$ cat config.mk
export PLATFORM = sky130hd
export DESIGN_NAME = txs_lane_distributor
export DESIGN_NICKNAME = d
export VERILOG_FILES = /design/src/rtl/txs_pkg.sv /design/src/rtl/txs_ctrl.sv /design/src/rtl/txs_datapath.sv /design/src/rtl/txs_lane_distributor.sv
export SDC_FILE = /design/constraint.sdc
export NUM_CORES = 1
export LEC_CHECK = 0
export ABC_AREA = 1
export CAP_MARGIN = 20
export CORE_MARGIN = 5
export CORE_UTILIZATION = 50
export DETAILED_ROUTE_END_ITERATION = 16
export DONT_BUFFER_PORTS = 1
export HOLD_SLACK_MARGIN = 0.08
export PLACE_DENSITY_LB_ADDON = 0.2
export SYNTH_ARGS = -nofsm -noshare
export SYNTH_HDL_FRONTEND = slang
export SYNTH_SLANG_ARGS = --single-unit
export TNS_END_PERCENT = 30
$ cat constraint.sdc
create_clock -name clk -period 1.8 [get_ports clk]
set_clock_uncertainty 0.1 [all_clocks]
set_input_delay 0.54 -clock clk [delete_from_list [all_inputs] [get_ports clk]]
set_output_delay 0.54 -clock clk [all_outputs]
set_load 0.1 [all_outputs]
$ cat src/rtl/txs_pkg.sv
package txs_pkg;
  localparam int BW = 8;

  localparam logic [BW-1:0] IN_IDLE   = 8'h07;
  localparam logic [BW-1:0] IN_START  = 8'hFB;
  localparam logic [BW-1:0] IN_TERM   = 8'hFD;
  localparam logic [BW-1:0] OUT_COMMA = 8'hBC;
  localparam logic [BW-1:0] OUT_IDLE  = 8'h1C;

  typedef struct packed {
    logic allIdle;   // whole column is inter-packet idle
    logic commaSel;  // idle column should be sent as comma
    logic badStart;  // start byte outside lane 0
  } colStrobe_t;
endpackage

$ cat src/rtl/txs_ctrl.sv
module txs_ctrl
  import txs_pkg::*;
#(
  parameter int LANES = 4
) (
  input  logic                  clk,
  input  logic                  rst,
  input  logic [LANES*BW-1:0]   inData,
  input  logic [LANES-1:0]      inCtl,
  output colStrobe_t            strobe,
  output logic [LANES-1:0]      termMask,
  output logic [LANES-1:0]      fillMask
);
  logic [LANES-1:0] isIdle;
  logic [LANES-1:0] isStart;
  logic [LANES-1:0] isTerm;
  logic [LANES:0]   seenTerm;
  logic             phase;

  assign seenTerm[0] = 1'b0;

  for (genvar i = 0; i < LANES; i++) begin : g_decode
    logic [BW-1:0] laneByte;
    assign laneByte    = inData[i*BW +: BW];
    assign isIdle[i]   = inCtl[i] && (laneByte == IN_IDLE);
    assign isStart[i]  = inCtl[i] && (laneByte == IN_START);
    assign isTerm[i]   = inCtl[i] && (laneByte == IN_TERM);
    assign termMask[i] = isTerm[i] && !seenTerm[i];
    assign fillMask[i] = seenTerm[i];
    assign seenTerm[i+1] = seenTerm[i] | isTerm[i];
  end

  always_ff @(posedge clk) begin
    if (rst) begin
      phase <= 1'b0;
    end else if (isStart[0]) begin
      phase <= 1'b0;
    end else if (&isIdle) begin
      phase <= ~phase;
    end
  end

  always_comb begin
    strobe.allIdle  = &isIdle;
    strobe.commaSel = ~phase;
    strobe.badStart = |isStart[LANES-1:1];
  end
endmodule

$ cat src/rtl/txs_datapath.sv
module txs_datapath
  import txs_pkg::*;
#(
  parameter int LANES = 4
) (
  input  logic                  clk,
  input  logic                  rst,
  input  logic [LANES*BW-1:0]   inData,
  input  logic [LANES-1:0]      inCtl,
  input  colStrobe_t            strobe,
  input  logic [LANES-1:0]      termMask,
  input  logic [LANES-1:0]      fillMask,
  output logic [LANES*BW-1:0]   laneData,
  output logic [LANES-1:0]      laneCtl,
  output logic                  badStart
);
  for (genvar i = 0; i < LANES; i++) begin : g_lane
    logic [BW-1:0] inByte;
    logic [BW-1:0] nextByte;
    logic          nextCtl;

    assign inByte = inData[i*BW +: BW];

    always_comb begin
      if (strobe.allIdle) begin
        nextByte = strobe.commaSel ? OUT_COMMA : OUT_IDLE;
        nextCtl  = 1'b1;
      end else if (fillMask[i]) begin
        nextByte = OUT_IDLE;
        nextCtl  = 1'b1;
      end else if (termMask[i]) begin
        nextByte = IN_TERM;
        nextCtl  = 1'b1;
      end else if (inCtl[i] && (inByte == IN_IDLE)) begin
        nextByte = OUT_IDLE;
        nextCtl  = 1'b1;
      end else begin
        nextByte = inByte;
        nextCtl  = inCtl[i];
      end
    end

    always_ff @(posedge clk) begin
      if (rst) begin
        laneData[i*BW +: BW] <= OUT_IDLE;
        laneCtl[i]           <= 1'b1;
      end else begin
        laneData[i*BW +: BW] <= nextByte;
        laneCtl[i]           <= nextCtl;
      end
    end
  end

  always_ff @(posedge clk) begin
    if (rst) badStart <= 1'b0;
    else     badStart <= strobe.badStart;
  end
endmodule

$ cat src/rtl/txs_lane_distributor.sv
module txs_lane_distributor
  import txs_pkg::*;
#(
  parameter int LANES = 4,
  localparam int DW = LANES * BW
) (
  input  logic             clk,
  input  logic             rst,
  input  logic [DW-1:0]    inData,
  input  logic [LANES-1:0] inCtl,
  output logic [DW-1:0]    laneData,
  output logic [LANES-1:0] laneCtl,
  output logic             badStart
);
  colStrobe_t       strobe;
  logic [LANES-1:0] termMask;
  logic [LANES-1:0] fillMask;

  txs_ctrl #(.LANES(LANES)) u_ctrl (
    .clk(clk), .rst(rst), .inData(inData), .inCtl(inCtl),
    .strobe(strobe), .termMask(termMask), .fillMask(fillMask)
  );

  txs_datapath #(.LANES(LANES)) u_dp (
    .clk(clk), .rst(rst), .inData(inData), .inCtl(inCtl),
    .strobe(strobe), .termMask(termMask), .fillMask(fillMask),
    .laneData(laneData), .laneCtl(laneCtl), .badStart(badStart)
  );
endmodule

* Word-level counts from Yosys, hierarchy flattened
Index checks and enable logic that the tools add are counted.
** Word-level totals
- Logic and storage cells :: 66
- Bits of input ports :: 38
- Register bits after elaboration :: 38
- Output and inout bits :: 37
** Operators by class
- Bitwise logic cells :: 3
- Reduce and logical (&&, ||, !) cells :: 25
- Mux-type cells :: 16
- Eq/ne operators :: 12
** Operators with widths (count)
- $mux W8 :: 16
- $eq A8 B8 Y1 const B :: 8
- $eq A8 B3 Y1 const B :: 4
- $logic_and A1 B1 Y1 :: 15
- $reduce_or A5 Y1 :: 3
- $reduce_and A4 Y1 :: 1
- $reduce_or A4 Y1 :: 1
- $logic_not A1 Y1 :: 3
- $reduce_or A3 Y1 :: 1
- $or A1 B1 Y1 :: 2
- $reduce_or A2 Y1 :: 1
- $not A1 Y1 :: 1

* Depth between registers and ports, before layout
Gate-level depths: netlist of the first run.
- Word-level depth :: 9
- Depth in mapped cells :: 9
- Depth with buffers taken out :: 9

* Modules after synthesis
A second synthesis of the first run with hierarchy kept.
** Unflattened totals
- Cells, all modules :: 264
- Area total of the unflattened synthesis :: 1771.7 um^2
** Modules (own cells, without submodules)
- txs_datapath :: sequential area each 740.7 um^2, area an instance 1267.5 um^2, cells an instance 152, instances 1
- txs_ctrl :: sequential area each 20.0 um^2, area an instance 504.2 um^2, cells an instance 112, instances 1

* Worst setup path before layout of the first run
Ideal clock, no wire load.
- Path type :: register to output
- Start point :: reg u_dp.badStart
- End point :: out badStart
- Path buffers :: 0
- Stages on the path, launching flop included :: 1
- Data arrival time :: 909 ps
- Data required time :: 1160 ps
- Setup slack :: 251 ps
- Path through :: dfxtp_1
** RTL lines
- start, declared :: line txs_datapath.sv:15 : output logic badStart
- start signal, assigned :: line txs_datapath.sv:56 : else badStart <= strobe.badStart;
- end, declared :: line txs_lane_distributor.sv:13 : output logic badStart
No word-level cell between the ends.

* Worst setup path after layout of the first run
- Start point :: reg u_dp.laneData[22]
- End point :: out laneData[22]
** RTL lines
- start, declared :: line txs_datapath.sv:13 : output logic [LANES*BW-1:0] laneData,
- start signal, assigned by index :: line txs_datapath.sv:48 : laneData[i*BW +: BW] <= nextByte;
- end, declared :: line txs_lane_distributor.sv:11 : output logic [DW-1:0] laneData,
No word-level cell between the ends.

==> results.json, run 1 <==
{
  "vias_per_cell": 4.76,
  "grt_usage": 0.188,
  "antenna_cells": 0,
  "slew_violations": 0,
  "drive_gt1_frac": 0.227,
  "initial_core_util": 0.506,
  "synth_flop_cell": "dfxtp_1",
  "finalHoldViolations": 0,
  "placed_area_sq_um": 2000,
  "power.switching_mw": 0.688,
  "finish.instance_area_sq_um": 2060,
  "cts_hold_buf": 0,
  "drtIter0Drc": 151,
  "hp-class": "primary input to flop",
  "gp_congestion": 0.843,
  "timing.setup.tns_ps": 0,
  "critPathBufInv": 1,
  "clk_path_buf_depth": 2,
  "post_cts_buffers": 0,
  "cts_tree": "built",
  "syn_area_sq_um": 1660,
  "path_cells": "buf_4",
  "synth_area_per_cell_sq_um": 7.17,
  "place_worst_setup_slack_ps": 210,
  "first_global_vias": 1471,
  "remaining_drc_errors": 0,
  "seq_area_frac_synth": 0.457,
  "die_w_microns": 67.7,
  "coreArea_sq_um": 3280,
  "routed_wl_mm": 3.97,
  "synthCells": 232,
  "cts_num_sinks": 38,
  "fin_crit_ps": 1630,
  "yosys.area.top_type": "dfxtp_1",
  "crit_path_top_delay_cell": "dfxtp_1",
  "grt-ovfl-total": 0,
  "rows": 21,
  "status": "complete, no violations",
  "numCtsBuffers": 5,
  "arrival_ps": 990,
  "wl_per_cell_microns": 12.3,
  "synth-edff-count": 0,
  "p_sw_frac": 0.370,
  "max_slew_margin": 0.728,
  "path_clk_slew_ps": 110,
  "intPower_mw": 1.17,
  "powerDensity_nw_per_um2": 902,
  "synth_nets": 270,
  "grt_pass1_wl_mm": 6.39,
  "layout_setup_ws_ps": 173,
  "vias": 1536,
  "startpoint_type": "flop",
  "die_h_microns": 67.7,
  "power.total_mw": 1.86,
  "path_class": "flop to output port",
  "power.share.clock": 0.246,
  "comb_power_share": 0.271,
  "rsz0062_at_grt": "false",
  "fmax_ghz": 0.615,
  "clkLatencyLatePin_ps": 340,
  "worst-path-max-fanout": 1,
  "critPathTopFamily": "flip-flops",
  "cts_resized": 0,
  "nNetsFinal": 314,
  "dp.cells": 315,
  "htree_levels": 2,
  "synth_top_area_frac": 0.457,
  "leakagePower_nw": 1.09,
  "io_pins": 75,
  "cts_root_buffer": "clkbuf_4",
  "pwr-share-seq": 0.483,
  "port_buffers": 0,
  "synth_cell_types": 21,
  "grt_start_max_net_pins": 12,
  "maxCapViolCount": 0,
  "synth-seq-cells": 38,
  "synthToLayoutAreaGrowth_pct": 23.9,
  "fin_crit_sh": 0.904,
  "yosysMostFrequentCell": "nand2_1",
  "ant_nets": 0,
  "dieArea_sq_um": 4580,
  "yosysWarnings": 0,
  "critPathMaxStageDelay_ps": 350,
  "ir_drop_v": 0.000394,
  "worst_slew_pin_slew_ps": 406,
  "worstPathRequired_ps": 1160,
  "cp-end-kind": "output port",
  "finalNonFillerCells": 323,
  "drt_pass1_iterations": 4,
  "async_flop_share": 0,
  "antenna_found_initial": 0,
  "setup-violations-final": 0,
  "dp_hpwl_mm": 3.31,
  "synth_area_leaders": "dfxtp_1 46%, nand2_1 13%, inv_1 8.6%",
  "synth_commonest_cells": "59 x nand2_1, 38 x dfxtp_1, 38 x inv_1, 32 x nor2_1, 27 x nand3_1"
}
-- power groups by stage --
stage	clock network, mW	registers, mW	logic (mW)
after global routing	0.502	0.901	0.529
after CTS	0.466	0.897	0.506
after detailed placement	0	0.916	0.506
after floorplan	0	1.23	0.0964
final	0.458	0.897	0.504
after global placement	0	0.915	0.502
-- sequential cells by signal, indices dropped and copies added, names as in the netlist --
name	count
u_ctrl.phase	1
u_dp.badStart	1
u_dp.laneCtl	4
u_dp.laneData	32
-- worst register-to-register path: cells and delay by family, from the launching register on --
kind / cells / cell delay [ps]
AO/OA/AOI/OAI: 1 / 150
buffers and inverters: 1 / 130
flip-flops: 1 / 320
AND/OR/NAND/NOR: 1 / 140
-- cell families (layout without fill, tap and decap cells) --
kind of cell           Yosys count  count (layout)  share of synthesized area
AND/OR/NAND/NOR                148             148                      0.434
buffers and inverters           42              87                     0.0956
flip-flops                      38              38                      0.457
AO/OA/AOI/OAI                    4               4                     0.0128
-- cell usage in the layout, fill, tap and decap left out, drive strengths merged --
cell	n
nand4	7
a31oi	1
nor3	8
nand3b	2
o21ai	1
a21oi	2
clkinv	1
dfxtp	38
inv	41
clkbuf	7
nand2	62
nor2	40
buf	38
nand3	29
-- routing by layer --
layer | track usage | part of all wire | vias up
li1 | - | - | 805
met3 | 0.0682 | 0.097 | 9
met1 | 0.228 | 0.43 | 664
met4 | 0.0911 | 0.020 | 0
met5 | 0 | 0 | -
met2 | 0.293 | 0.45 | 58
-- layout make-up --
| type | instances | area (sq um) |
|---|---|---|
| Fill cell | 325 | 1220 |
| Sequential cell | 38 | 761 |
| Multi-Input combinational cell | 152 | 743 |
| Timing Repair Buffer | 38 | 285 |
| Inverter | 41 | 154 |
| Tap cell | 46 | 57.6 |
| Clock buffer | 7 | 55.1 |
| Clock inverter | 1 | 5.00 |
-- worst paths after layout --
check	cells past startpoint	end	slack, ps	from
hold / removal	1	u_dp.laneData[5]	150	rst
setup / recovery	1	laneData[22]	170	u_dp.laneData[22]
hold reg to reg	3	u_ctrl.phase	450	u_ctrl.phase
setup reg to reg	3	u_dp.laneData[7]	900	u_ctrl.phase
-- through the flow --
step / hold slack, ps / util
after detailed placement: 426 / 0.609
after global routing: 131 / 0.627
after CTS: 145 / 0.627
final: 154 / 0.627
after floorplan: 402 / -
after global placement: 417 / 0.609
Power figures use the tool's default switching activity.
==> run 2, diff against run 1 <==
--- a/config.mk
+++ b/config.mk
@@ -6,7 +6,6 @@
 export NUM_CORES = 1
 export LEC_CHECK = 0
 export ABC_AREA = 1
-export CAP_MARGIN = 20
 export CORE_MARGIN = 5
 export CORE_UTILIZATION = 50
 export DETAILED_ROUTE_END_ITERATION = 16
==> results of run 2 <==
Final layout, timing and power as in run 1 (identical DEF).
